### config.mk
export PLATFORM = sky130hd
export DESIGN_NAME = i2c_addr_seq
export DESIGN_NICKNAME = d
export VERILOG_FILES = /design/src/rtl/i2c_seq_pkg.sv /design/src/rtl/i2c_addr_fmt.sv /design/src/rtl/i2c_cmd_slots.sv /design/src/rtl/i2c_addr_seq.sv
export SDC_FILE = /design/constraint.sdc
export NUM_CORES = 1
export LEC_CHECK = 0
export ABC_CLOCK_PERIOD_IN_PS = 2100
export CORE_UTILIZATION = 30
export DETAILED_ROUTE_END_ITERATION = 10
export MAX_ROUTING_LAYER = met4
export REMOVE_ABC_BUFFERS = 1
export SKIP_LAST_GASP = 1
export SYNTH_ARGS = -nofsm -noshare
export SYNTH_HDL_FRONTEND = slang
export SYNTH_SLANG_ARGS = --single-unit
export TNS_END_PERCENT = 1
### constraint.sdc
create_clock -name clk -period 2.1 [get_ports clk]
set_input_delay 0.42 -clock clk [delete_from_list [all_inputs] [get_ports clk]]
set_output_delay 0.42 -clock clk [all_outputs]
set_load 0.02 [all_outputs]
### src/rtl/i2c_seq_pkg.sv
package i2c_seq_pkg;
  localparam int ADDR_W = 10;
  localparam int F_TEN  = 10;
  localparam int F_REP  = 11;
  localparam int F_RD   = 12;
  localparam int F_STA  = 13;
  localparam int F_STO  = 14;
  localparam int F_NB   = 15;

  typedef enum logic [2:0] {
    OP_NONE    = 3'd0,
    OP_START   = 3'd1,
    OP_RSTART  = 3'd2,
    OP_WRITE   = 3'd3,
    OP_RD_ACK  = 3'd4,
    OP_RD_NACK = 3'd5,
    OP_STOP    = 3'd6
  } op_e;
endpackage

### src/rtl/i2c_addr_fmt.sv
module i2c_addr_fmt
  import i2c_seq_pkg::*;
(
  input  logic [ADDR_W-1:0] addr,
  input  logic              ten,
  input  logic              rw,
  output logic [7:0]        hdr,
  output logic [7:0]        lo
);
  always_comb begin
    if (ten) hdr = {5'b11110, addr[9:8], rw};
    else     hdr = {addr[6:0], rw};
    lo = addr[7:0];
  end
endmodule

### src/rtl/i2c_cmd_slots.sv
module i2c_cmd_slots #(
  parameter int CMD_W = 23
) (
  input  logic             clk,
  input  logic             rst,
  input  logic             ld_cur,
  input  logic [CMD_W-1:0] cur_in,
  input  logic             ld_nxt,
  input  logic [CMD_W-1:0] nxt_in,
  input  logic             promote,
  input  logic             discard,
  output logic [CMD_W-1:0] cur_out,
  output logic             nxt_valid
);
  logic [CMD_W-1:0] nxt_q;

  always_ff @(posedge clk) begin
    if (rst) begin
      cur_out   <= '0;
      nxt_q     <= '0;
      nxt_valid <= 1'b0;
    end else begin
      if (ld_cur)       cur_out <= cur_in;
      else if (promote) cur_out <= nxt_q;
      if (ld_nxt) begin
        nxt_q     <= nxt_in;
        nxt_valid <= 1'b1;
      end else if (promote || discard) begin
        nxt_valid <= 1'b0;
      end
    end
  end


  promote_has_entry_chk: assert property (@(posedge clk) disable iff (rst)
    promote |-> nxt_valid);
endmodule

### src/rtl/i2c_addr_seq.sv
module i2c_addr_seq
  import i2c_seq_pkg::*;
#(
  parameter  int NBW   = 8,
  localparam int CMD_W = F_NB + NBW
) (
  input  logic             clk,
  input  logic             rst,
  input  logic             smbus_mode,
  input  logic             cur_wr,
  input  logic [CMD_W-1:0] cur_cmd,
  input  logic             nxt_wr,
  input  logic [CMD_W-1:0] nxt_cmd,
  output logic             busy,
  output logic             done,
  output logic             nack_err,
  output logic             mode_err,
  output logic             op_valid,
  output logic [2:0]       op_code,
  output logic [7:0]       op_data,
  input  logic             op_done,
  input  logic             op_nack,
  input  logic [7:0]       op_rdata,
  input  logic             tx_valid,
  input  logic [7:0]       tx_data,
  output logic             tx_ready,
  output logic             rx_valid,
  output logic [7:0]       rx_data,
  input  logic             rx_ready
);
  localparam logic [NBW-1:0] CNT_ONE = NBW'(1);

  typedef enum logic [3:0] {
    S_IDLE, S_LOAD, S_START, S_ADR1, S_ADR2, S_DATA, S_WR,
    S_RD, S_RXO, S_END, S_STOP, S_FIN, S_ABRT
  } st_e;

  st_e              st;
  logic [CMD_W-1:0] cur;
  logic             nxt_valid;
  logic [NBW-1:0]   cnt;
  logic             held;
  logic [7:0]       hdr_b, lo_b;
  logic             promote, discard, nack_hit;

  wire c_ten = cur[F_TEN];
  wire c_rep = cur[F_REP];
  wire c_rd  = cur[F_RD];
  wire c_sta = cur[F_STA];
  wire c_sto = cur[F_STO];
  wire [NBW-1:0] c_nb = cur[F_NB +: NBW];

  assign nack_hit = op_done && op_nack &&
                    (st == S_ADR1 || st == S_ADR2 || st == S_WR);
  assign promote  = (st == S_FIN) && nxt_valid;
  assign discard  = nack_hit || ((st == S_LOAD) && c_ten && smbus_mode);
  assign busy     = (st != S_IDLE);
  assign tx_ready = (st == S_WR) && !op_valid;

  i2c_cmd_slots #(.CMD_W(CMD_W)) u_slots (
    .clk(clk), .rst(rst),
    .ld_cur(cur_wr && st == S_IDLE), .cur_in(cur_cmd),
    .ld_nxt(nxt_wr), .nxt_in(nxt_cmd),
    .promote(promote), .discard(discard),
    .cur_out(cur), .nxt_valid(nxt_valid)
  );

  i2c_addr_fmt u_fmt (
    .addr(cur[ADDR_W-1:0]), .ten(c_ten), .rw(c_rd),
    .hdr(hdr_b), .lo(lo_b)
  );

  always_ff @(posedge clk) begin
    if (rst) begin
      st       <= S_IDLE;
      op_valid <= 1'b0;
      op_code  <= OP_NONE;
      op_data  <= '0;
      cnt      <= '0;
      held     <= 1'b0;
      done     <= 1'b0;
      nack_err <= 1'b0;
      mode_err <= 1'b0;
      rx_valid <= 1'b0;
      rx_data  <= '0;
    end else begin
      done     <= 1'b0;
      nack_err <= 1'b0;
      mode_err <= 1'b0;
      if (op_done) op_valid <= 1'b0;
      if (nack_hit) begin
        op_valid <= 1'b1; op_code <= OP_STOP; op_data <= '0;
        held <= 1'b0; nack_err <= 1'b1; st <= S_ABRT;
      end else begin
        case (st)
          S_IDLE: if (cur_wr) st <= S_LOAD;
          S_LOAD: begin
            cnt <= c_nb;
            if (c_ten && smbus_mode) begin
              mode_err <= 1'b1; st <= S_IDLE;
            end else if (c_sta) begin
              op_valid <= 1'b1; op_data <= '0;
              op_code  <= held ? OP_RSTART : OP_START;
              held <= 1'b1; st <= S_START;
            end else begin
              st <= S_DATA;
            end
          end
          S_START: if (op_done) begin
            op_valid <= 1'b1; op_code <= OP_WRITE; op_data <= hdr_b;
            st <= S_ADR1;
          end
          S_ADR1: if (op_done) begin
            if (c_ten && !c_rep) begin
              op_valid <= 1'b1; op_code <= OP_WRITE; op_data <= lo_b;
              st <= S_ADR2;
            end else begin
              st <= S_DATA;
            end
          end
          S_ADR2: if (op_done) st <= S_DATA;
          S_DATA: begin
            if (cnt == '0) st <= S_END;
            else if (c_rd) begin
              op_valid <= 1'b1; op_data <= '0;
              op_code  <= (cnt == CNT_ONE) ? OP_RD_NACK : OP_RD_ACK;
              st <= S_RD;
            end else begin
              st <= S_WR;
            end
          end
          S_WR: begin
            if (op_valid) begin
              if (op_done) begin
                cnt <= cnt - CNT_ONE;
                if (cnt == CNT_ONE) st <= S_END;
              end
            end else if (tx_valid) begin
              op_valid <= 1'b1; op_code <= OP_WRITE; op_data <= tx_data;
            end
          end
          S_RD: if (op_done) begin
            rx_data <= op_rdata; rx_valid <= 1'b1; st <= S_RXO;
          end
          S_RXO: if (rx_ready) begin
            rx_valid <= 1'b0; cnt <= cnt - CNT_ONE; st <= S_DATA;
          end
          S_END: begin
            if (c_sto) begin
              op_valid <= 1'b1; op_code <= OP_STOP; op_data <= '0;
              held <= 1'b0; st <= S_STOP;
            end else begin
              st <= S_FIN;
            end
          end
          S_STOP: if (op_done) st <= S_FIN;
          S_FIN: begin
            done <= 1'b1;
            st   <= nxt_valid ? S_LOAD : S_IDLE;
          end
          S_ABRT: if (op_done) st <= S_IDLE;
          default: st <= S_IDLE;
        endcase
      end
    end
  end


  nack_stops_chk: assert property (@(posedge clk) disable iff (rst)
    nack_err |-> (op_valid && op_code == OP_STOP));

  mode_quiet_chk: assert property (@(posedge clk) disable iff (rst)
    mode_err |-> !op_valid);

  done_clean_chk: assert property (@(posedge clk) disable iff (rst)
    done |-> (!nack_err && !mode_err));

  rx_hold_chk: assert property (@(posedge clk) disable iff (rst)
    (rx_valid && !rx_ready) |=> (rx_valid && $stable(rx_data)));

  op_legal_chk: assert property (@(posedge clk) disable iff (rst)
    op_valid |-> (op_code inside {OP_START, OP_RSTART, OP_WRITE,
                                  OP_RD_ACK, OP_RD_NACK, OP_STOP}));
endmodule

== After elaboration in Yosys (flattened, before gate mapping) ==
Cells that the tools add are included.
W data, S select, Z words.
Word-level totals
  output and inout bits: 26
  input port bits: 71
  register bits: 84
  word-level logic and storage cells: 182
Cells by class
  muxes and demuxes: 77
  reduce and logical (&&, ||, !) cells: 35
  eq/ne operators: 51
  $add $sub $neg: 1
  bitwise gates (word level): 2
Operators by type and width (number)
  $mux W8: 14
  $mux W4: 13
  $pmux W4 S13: 1
  $pmux W8 S6: 1
  $mux W23: 2
  $reduce_and A11 Y1: 4
  $ne A3 B3 Y1 const B: 14
  $mux W3: 13
  $ne A2 B2 Y1 const B: 14
  $mux W1: 27
  $pmux W8 S3: 1
  $eq A4 B4 Y1 const B: 5
  $pmux W3 S6: 1
  $eq A4 B3 Y1 const B: 4
  $ne A3 B2 Y1 const B: 5
  $ne A2 B1 Y1 const B: 5
  $logic_and A1 B1 Y1: 9
  $eq A4 B2 Y1 const B: 2
  $eq A8 B1 Y1 const B: 1
  $logic_not A8 Y1: 1
  $reduce_and A4 Y1: 2
  $reduce_bool A2 Y1: 4
  $sub A8 B1 Y8 const B: 1
  $reduce_bool A7 Y1: 1
  15 further kinds: 21

== Longest topological paths before layout ==
Gate-level depths: netlist of the first run.
  word-level depth: 8
  gate-level depth with buffers: 8

== Hierarchy ==
From an unflattened synthesis of the first run, not the netlist that was laid out.
Second synthesis, totals
  cell total of the unflattened synthesis: 514
  area, all modules: 4649.5 µm²
Modules (own cells, without submodules)
  i2c_addr_seq: sequential area each 740.7 µm², cells each 317, instances 1, area each 2592.5 µm²
  i2c_cmd_slots: sequential area each 940.9 µm², cells each 181, instances 1, area each 1933.1 µm²
  i2c_addr_fmt: sequential area each 0.0 µm², cells each 16, instances 1, area each 123.9 µm²

== Worst setup path after synthesis of the first run ==
OpenSTA, ideal clock, no wires.
  path type: flip-flop to flip-flop
  start point: register st[1]
  end point: register st[2]
  library setup time: 0.144 ns
  stages on the path, launching flop included: 7
  required time: 1.956 ns
  period minus slack after synthesis: 1.734 ns
  arrival time: 1.590 ns
  slack: 0.366 ns
  path buffers: 1
  cells stage by stage: dfxtp_1 buf_2 or4_1 nor2_1 nor3_2 a211oi_1 a311oi_1
On the way
  cells in the longest elaborated chain, start to end: 6
  elaborated cells on any way between the ends: 30
  those cells by class: eq/ne (23); mux (2); reduce/logical (5)
RTL lines
  start, declared: RTL line i2c_addr_seq.sv:38  | st_e st;
  start signal, assigned: RTL line i2c_addr_seq.sv:159  | st <= nxt_valid ? S_LOAD : S_IDLE;
  $eq A4 B2 Y1 / $eq A4 B3 Y1 (equally long branches): RTL line i2c_addr_seq.sv:54, i2c_addr_seq.sv:95
  $logic_or A1 B1 Y1 (2 in a row): RTL line i2c_addr_seq.sv:54  | (st == S_ADR1 || st == S_ADR2 || st == S_WR);
  $logic_and A1 B1 Y1: RTL line i2c_addr_seq.sv:53  | assign nack_hit = op_done && op_nack &&
  $ne A3 B2 Y1 (no line) / $ne A3 B3 Y1 (equally long branches)
  $reduce_and A11 Y1 (no line)
Several ways; a longest one is shown, not always the timed one.
A chain may end at the register's enable or synchronous reset.

== Worst setup path in the final report of the first run ==
  start point: register st[2]
  end point: register op_data[7]
On the way
  cells in the longest elaborated chain, start to end: 5
  elaborated cells on any way between the ends: 24
  those cells by class: eq/ne (17); mux (1); reduce/logical (6)
RTL lines
  branches (longest 5 deep; another with $reduce_and A11 Y1)
  end signal, assigned: RTL line i2c_addr_seq.sv:78  | op_data <= '0;
  end signal, assigned: RTL line i2c_addr_seq.sv:92  | op_valid <= 1'b1; op_code <= OP_STOP; op_data <= '0;
  end signal, assigned: RTL line i2c_addr_seq.sv:102  | op_valid <= 1'b1; op_data <= '0;
  end, declared: RTL line i2c_addr_seq.sv:20  | output logic [7:0] op_data,
Parallel ways; which one is timed is not known.

==> results.sh, run 1 <==
export IMPL_status="complete, no violations"
export IMPL_cts_inserted_buffers=9
export IMPL_final_common_cell="clkdlybuf4s50_1"
export IMPL_hold_depth=2
export IMPL_cp_cell_sequence="buf_4, buf_4, o311ai_0, a21oi_2, nand3_2, buf_4, mux2i_1"
export IMPL_r2r_slack_ns=0.01
export IMPL_start_util_pct=30.6
export IMPL_p_int_mw=4.05
export IMPL_clock_sinks=84
export IMPL_async_reset_ff_share_pct=0
export IMPL_cp_depth=7
export IMPL_synth_area_leaders="dfxtp_1 (40%), mux2i_1 (10%), nand2_1 (5.7%), nor2_1 (5.3%), a21oi_1 (5.0%)"
export IMPL_final_cell_mix="clkdlybuf4s50_1 (93), dfxtp_1 (84), nand2_1 (64)"
export IMPL_grt_pass1_vias=3998
export IMPL_finalHoldViolCount=0
export IMPL_synth_distinct_cells=64
export IMPL_period_needed_ns=2.09
export IMPL_drive_gt1_share_pct=11.1
export IMPL_core_um2=13800
export IMPL_tightest_slew_ns=0.652
export IMPL_fin_cells=791
export IMPL_min_period_over_period_pct=99.3
export IMPL_seq_area_um2=1680
export IMPL_crit_buf_inv=3
export IMPL_setup_violations=0
export IMPL_path_class="reg -> reg"
export IMPL_drv_slew=0
export IMPL_arrival_ns=2.35
export IMPL_crit_path_max_incr_delay_ns=0.57
export IMPL_netlist_area_um2=4230
export IMPL_netlist_instances=506
export IMPL_diodes=0
export IMPL_io_pins=97
export IMPL_die_area_um2=14600
export IMPL_tritoncts="yes"
export IMPL_seqPwrFrac_pct=31.2
export IMPL_pwr_share_comb_pct=41.7
export IMPL_cts_htree_levels=3
export IMPL_gp_congestion=0.939
export IMPL_drc=0
export IMPL_synth_area_leader_cell="dfxtp_1"
export IMPL_crit_fanout=16
export IMPL_ys_flop_type="dfxtp_1"
export IMPL_clockRootBuffer="clkbuf_16"
export IMPL_switching_share_pct=37.2
export IMPL_slew_limit_headroom_pct=56.0
export IMPL_clk_latency_ns=0.34
export IMPL_ir_drop_mv=0.457
export IMPL_clockBufferDepth=2
export IMPL_synth_edf_count=0
export IMPL_fp_dieH_um=121
export IMPL_grt_pass1_wl_um=19300
export IMPL_endpoint_kind="flip-flop"
export IMPL_grt_ovfl_total=0
export IMPL_cpMostUsedCell="buf_4"
export IMPL_grt_max_degree=44
export IMPL_skew_ns=0.00481
export IMPL_cp_top_family="compound AO/OA/AOI/OAI gates"
export IMPL_vias_per_cell=5.12
export IMPL_required_ns=2.37
export IMPL_fillers=1387
export IMPL_hold_class="reg -> reg"
export IMPL_ant_nets=0
export IMPL_p_leak_nw=2.27
export IMPL_critPathLaunchType="flip-flop"
export IMPL_crit_slowest_cell="o311ai_0"
export IMPL_power_density_nw_per_um2=1110
export IMPL_vias=4053
export IMPL_fin_tns_setup_ns=0
export IMPL_wl_per_cell_um=15.3
export IMPL_die_w_um=121
export IMPL_syn_to_final_growth_pct=37.6
export IMPL_r2r_cells=7
export IMPL_drtIter0Drc=276
export IMPL_fmax_ghz=0.479
export IMPL_rows=43
export IMPL_dr_pass1_iters=5
export IMPL_postRouteWirelength_um=12100
export IMPL_ys_seq_area_share_pct=39.7
export IMPL_cap_violations=0
export IMPL_p_sw_mw=2.40
export IMPL_hpwl_um=8980
export IMPL_dpl_cell_area_um2=5480
export IMPL_multi_input_area_um2=2340
export IMPL_rsz0062_at_grt="true"
export IMPL_cts_clk_slew_worst_paths_ns=0.06
export IMPL_synth_top_area_share_pct=39.7
export IMPL_power_share_clock_pct=27.1
export IMPL_ys_ff_latch=84
export IMPL_antenna_found_initial=0
export IMPL_place_inst=775
export IMPL_synth_warnings=0
export IMPL_portBuffers=96
export IMPL_grt_usage_pct=17.3
export IMPL_nets=679
export IMPL_syn_area_per_cell_um2=8.37
export IMPL_final_area_um2=5820
[area by class of cell]
class	count	area share, %
well taps	180	3.87
inverters	7	0.451
flip-flops and latches	84	28.9
clock inverters	5	1.42
repair buffers	129	21.1
multi-input cells	375	40.2
clock buffers	11	4.17
[state kept, by name, indices dropped and copies added, names as in the netlist, 3 cells and up]
register / cells
op_data: 8
u_slots.nxt_q: 23
st: 4
rx_data: 8
u_slots.cur_out: 23
cnt: 8
op_code: 3
[worst min-delay path, delay by kind of cell (launching register included)]
kind / cells / cell delay (ns)
and+or+nand+nor: 1 / 0.05
DFF: 1 / 0.31
AOI/OAI and AO/OA: 1 / 0.05
[cell families (layout without fill, tap and decap cells)]
logic type / count (synthesis) / after routing / share of synthesized area, %
compound gates: 130 / 130 / 20.7
mux: 46 / 46 / 11.0
buf+inv: 47 / 152 / 5.47
fa+ha+maj: 2 / 2 / 0.591
simple gates: 195 / 195 / 22.1
flops: 84 / 84 / 39.7
xor+xnor: 2 / 2 / 0.414
[what timing repair did]
item	in CTS	in global routing
pin swaps	0	0
setup endpoints to repair	2	12
buffers inserted	0	0
hold buffers	0	0
resized for setup	2	4
[power groups by stage]
| stage | sequential, mW | clock (mW) | combinational (mW) |
|---|---|---|---|
| 2_1_floorplan | 2.15 | 0 | 1.50 |
| 5_1_grt | 2.05 | 1.85 | 2.94 |
| 4_1_cts | 2.01 | 1.79 | 2.65 |
| 6_report | 2.01 | 1.75 | 2.69 |
| 3_3_place_gp | 2.03 | 0 | 2.65 |
| 3_5_place_dp | 2.05 | 0 | 2.65 |
[path summary, 6_finish.rpt]
kind	from	to
worst max-delay path	st[2]$_SDFFE_PP0P_	op_data[7]$_SDFFE_PP0P_
worst max register to register	st[2]$_SDFFE_PP0P_	op_data[7]$_SDFFE_PP0P_
worst min register to register	u_slots.cur_out[9]$_SDFFE_PP0P_	u_slots.cur_out[9]$_SDFFE_PP0P_
worst min-delay path	u_slots.cur_out[9]$_SDFFE_PP0P_	u_slots.cur_out[9]$_SDFFE_PP0P_
[metrics by stage]
step	total power, mW	worst slack [ns]	hold WS, ns	utilization (%)
2_1_floorplan	3.66	-0.255	0.425	-
3_3_place_gp	4.68	-0.0128	0.441	39.7
3_5_place_dp	4.70	-0.105	0.447	39.7
4_1_cts	6.46	-0.00745	0.449	42.0
5_1_grt	6.84	-0.0681	0.483	42.1
6_report	6.45	0.0144	0.456	42.1
[layer usage]
metal  global-route usage (%)  up-vias  routed length (um)  part of all wire (%)
met5                        -        -                   0                     0
met2                     26.9      119                5530                    46
met3                     2.69       27                 624                   5.1
li1                         -     2007                   -                     -
met4                     8.41        0                 321                   2.6
met1                     21.9     1900                5660                    47
[Yosys cell counts (4+ instances only)]
master	n
buf_4	5
inv_1	6
nand2b_1	9
a31oi_1	6
dfxtp_1	84
nand2_1	64
a22oi_1	25
buf_1	5
nor3_1	14
mux2i_1	43
clkbuf_1	11
nand3_1	11
a21oi_1	42
buf_2	17
nor2b_1	6
a211oi_1	5
nor2_1	60
o31ai_1	6
nand3b_1	4
o21ai_0	14
(Power assumes the default switching activity.)
==> run 2, diff against run 1 <==
--- a/config.mk
+++ b/config.mk
@@ -13,5 +13,6 @@
 export SKIP_LAST_GASP = 1
 export SYNTH_ARGS = -nofsm -noshare
 export SYNTH_HDL_FRONTEND = slang
+export SYNTH_HIERARCHICAL = 1
 export SYNTH_SLANG_ARGS = --single-unit
 export TNS_END_PERCENT = 1
==> results.sh, run 2 <==
export IMPL_crit_fanout=5
export IMPL_gp_congestion=0.843
export IMPL_grt_usage_pct=17.0
export IMPL_clockRootBuffer="clkbuf_16"
export IMPL_dr_pass1_iters=7
export IMPL_synth_compound_gate_area_share_pct=16.7
export IMPL_drive_gt1_share_pct=17.0
export IMPL_drtIter0Drc=192
export IMPL_hpwl_um=9460
export IMPL_synth_area_leaders="dfxtp_1 (36%), mux2i_1 (15%), nor2_1 (4.1%), a211oi_1 (4.0%), nor2b_1 (3.8%)"
export IMPL_synth_top_area_share_pct=36.2
export IMPL_die_w_um=126
export IMPL_top_layer="met4"
export IMPL_r2r_end="cnt[2]$_SDFFE_PP0P_"
export IMPL_cts_clk_slew_worst_paths_ns=0.06
export IMPL_r2r_start="st[0]$_SDFFE_PP0P_"
export IMPL_rsz0062_at_grt="true"
export IMPL_io_pins=97
export IMPL_portBuffers=96
export IMPL_synth_fa_ha_area_share_pct=0.807
export IMPL_synth_distinct_cells=69
export IMPL_critPathLaunch="st[2]$_SDFFE_PP0P_"
export IMPL_status="complete, no violations"
export IMPL_grt_max_degree=67
export IMPL_postRouteWirelength_um=12800
export IMPL_slew_limit_headroom_pct=51.3
export IMPL_reg_top3="u_slots/cur_out x23, u_slots/nxt_q x23"
export IMPL_netlist_instances=514
export IMPL_place_inst=795
export IMPL_vias_per_cell=4.96
export IMPL_netlist_area_um2=4650
export IMPL_route_met2_wl_um=6160
export IMPL_dp_slack_ns=-0.274
export IMPL_period_needed_ns=2.04
export IMPL_antenna_found_initial=0
export IMPL_synthXorXnorAreaFrac_pct=0.377
export IMPL_final_common_cell="clkdlybuf4s50_1"
export IMPL_r2r_cells=7
export IMPL_rows=45
export IMPL_tightest_slew_ns=0.731
export IMPL_synthMostInstantiatedCell="dfxtp_1"
export IMPL_path_class="reg -> out"
export IMPL_synth_area_leader_cell="dfxtp_1"
export IMPL_synth_mux_area_share_pct=16.5
export IMPL_r2r_slack_ns=0.11
export IMPL_synth_warnings=6
export IMPL_drv_slew=0
export IMPL_wl_met3_um=327
export IMPL_ir_drop_mv=0.480
export IMPL_min_period_over_period_pct=96.9
export IMPL_tritoncts="yes"
export IMPL_fin_cells=811
export IMPL_hold_start="rst"
export IMPL_start_util_pct=30.7
export IMPL_cts_inserted_buffers=9
export IMPL_power_density_nw_per_um2=1090
export IMPL_core_um2=15100
export IMPL_clockBufferDepth=2
export IMPL_wl_per_cell_um=15.7
export IMPL_cap_violations=0
export IMPL_required_ns=1.68
export IMPL_hold_end="op_valid$_SDFF_PP0_"
export IMPL_finalHoldViolCount=0
export IMPL_wl_met1_um=6030
export IMPL_ys_seq_area_share_pct=36.2
export IMPL_hold_class="in -> reg"
export IMPL_fp_dieH_um=126
export IMPL_critPathLaunchType="flip-flop"
export IMPL_fmax_ghz=0.491
export IMPL_async_reset_ff_share_pct=0
export IMPL_ant_nets=0
export IMPL_vias=4022
export IMPL_hold_depth=2
export IMPL_yosys_top_cells_count="dfxtp_1 (84), mux2i_1 (71), nor2_1 (51)"
export IMPL_syn_area_per_cell_um2=9.05
export IMPL_skew_ns=0.00699
export IMPL_final_cell_mix="clkdlybuf4s50_1 (93), dfxtp_1 (82), mux2i_1 (71)"
export IMPL_layout_setup_ws_ns=0.0643
export IMPL_drc=0
export IMPL_setup_violations=0
export IMPL_grt_pass1_wl_um=20900
export IMPL_diodes=0
export IMPL_synth_edf_count=0
export IMPL_grt_pass1_vias=4131
export IMPL_clock_sinks=84
export IMPL_synth_top_family_by_area="simple AND/OR/NAND/NOR gates"
export IMPL_p_leak_nw=2.31
export IMPL_nets=692
export IMPL_ys_flop_type="dfxtp_1"
export IMPL_die_area_um2=16000
export IMPL_arrival_ns=1.62
export IMPL_yosys_area_share_simple_pct=22.0
export IMPL_clk_latency_ns=0.34
export IMPL_syn_to_final_growth_pct=33.7
export IMPL_endpoint_kind="primary output"
export IMPL_cts_htree_levels=3
export IMPL_ys_ff_latch=84
export IMPL_grt_ovfl_total=0
## run 2: cell count changes after synthesis, moves of 8 or more
| cell | delta |
|---|---|
| buf_4 | +8 |
| a211oi_1 | +20 |
| nor2_1 | -9 |
| a21oi_1 | -27 |
| mux2i_1 | +28 |
| a22oi_1 | -24 |
| nand2_1 | -23 |
| nor3_1 | -8 |
| nor2b_1 | +22 |
## run 2: routing by layer
layer	vias up	global-route usage (%)
met5	-	-
met4	0	7.09
met3	14	1.77
met2	67	27.7
met1	1908	21.5
li1	2033	-
## run 2: cell families after synthesis
family / after synthesis
and+or+nand+nor: 187
AOI/OAI and AO/OA: 105
DFF: 84
muxes: 76
buffers and inverters: 57
adders and majority gates: 3
xor gates and xnor gates: 2
## run 2: per-stage QoR
| stage | TNS (ns) | instance area (um2) | total power, mW | hold WS, ns | utilization [%] |
|---|---|---|---|---|---|
| after floorplan | -25.83 | 4340 | 4.02 | 0.460 | - |
| final | 0 | 6210 | 6.80 | 0.354 | 41.0 |
| after detailed placement | -3.46 | 5900 | 5.24 | 0.457 | 38.9 |
| after global routing | -0.00807 | 6210 | 7.27 | 0.362 | 41.0 |
| after global placement | -2.82 | 5900 | 5.18 | 0.445 | 38.9 |
| after CTS | -0.0130 | 6180 | 6.82 | 0.328 | 40.8 |
## run 2: power breakdown
part	switching (mW)	internal, mW
clock	0.654	0.897
combinational	1.62	1.48
sequential	0.265	1.88
total	2.54	4.26
## run 2: how the worst max path moves through the flow
stage	end	slack [ns]	cells past startpoint
after floorplan	u_slots/cur_out[0]$_SDFFE_PP0P_	-0.85	4
after global placement	op_code[0]$_SDFFE_PP0P_	-0.21	7
after detailed placement	op_data[7]$_SDFFE_PP0P_	-0.27	7
after CTS	busy	-0.01	2
after global routing	op_data[2]$_SDFFE_PP0P_	-0.008	7
final	busy	0.06	2
## run 2: area by class of cell
type | instances | area, um2
Fill cell | 1508 | 8930
Multi-Input combinational cell | 373 | 2650
Clock inverter | 3 | 20.0
Tap cell | 188 | 235
Inverter | 11 | 41.3
Timing Repair Buffer | 139 | 1320
Clock buffer | 13 | 270
Sequential cell | 84 | 1680
## run 2: timing repair
action                     CTS  global route
setup endpoints to repair    3            20
buffers inserted             0             0
hold endpoints to repair     0             0
resized for setup            3             8
hold buffers                 0             0
## run 2: critical path, cell delays in order (launching register included)
cell	delay (ns)
dfxtp_1	0.37
or4_1	0.59
clkdlybuf4s15_1	0.32
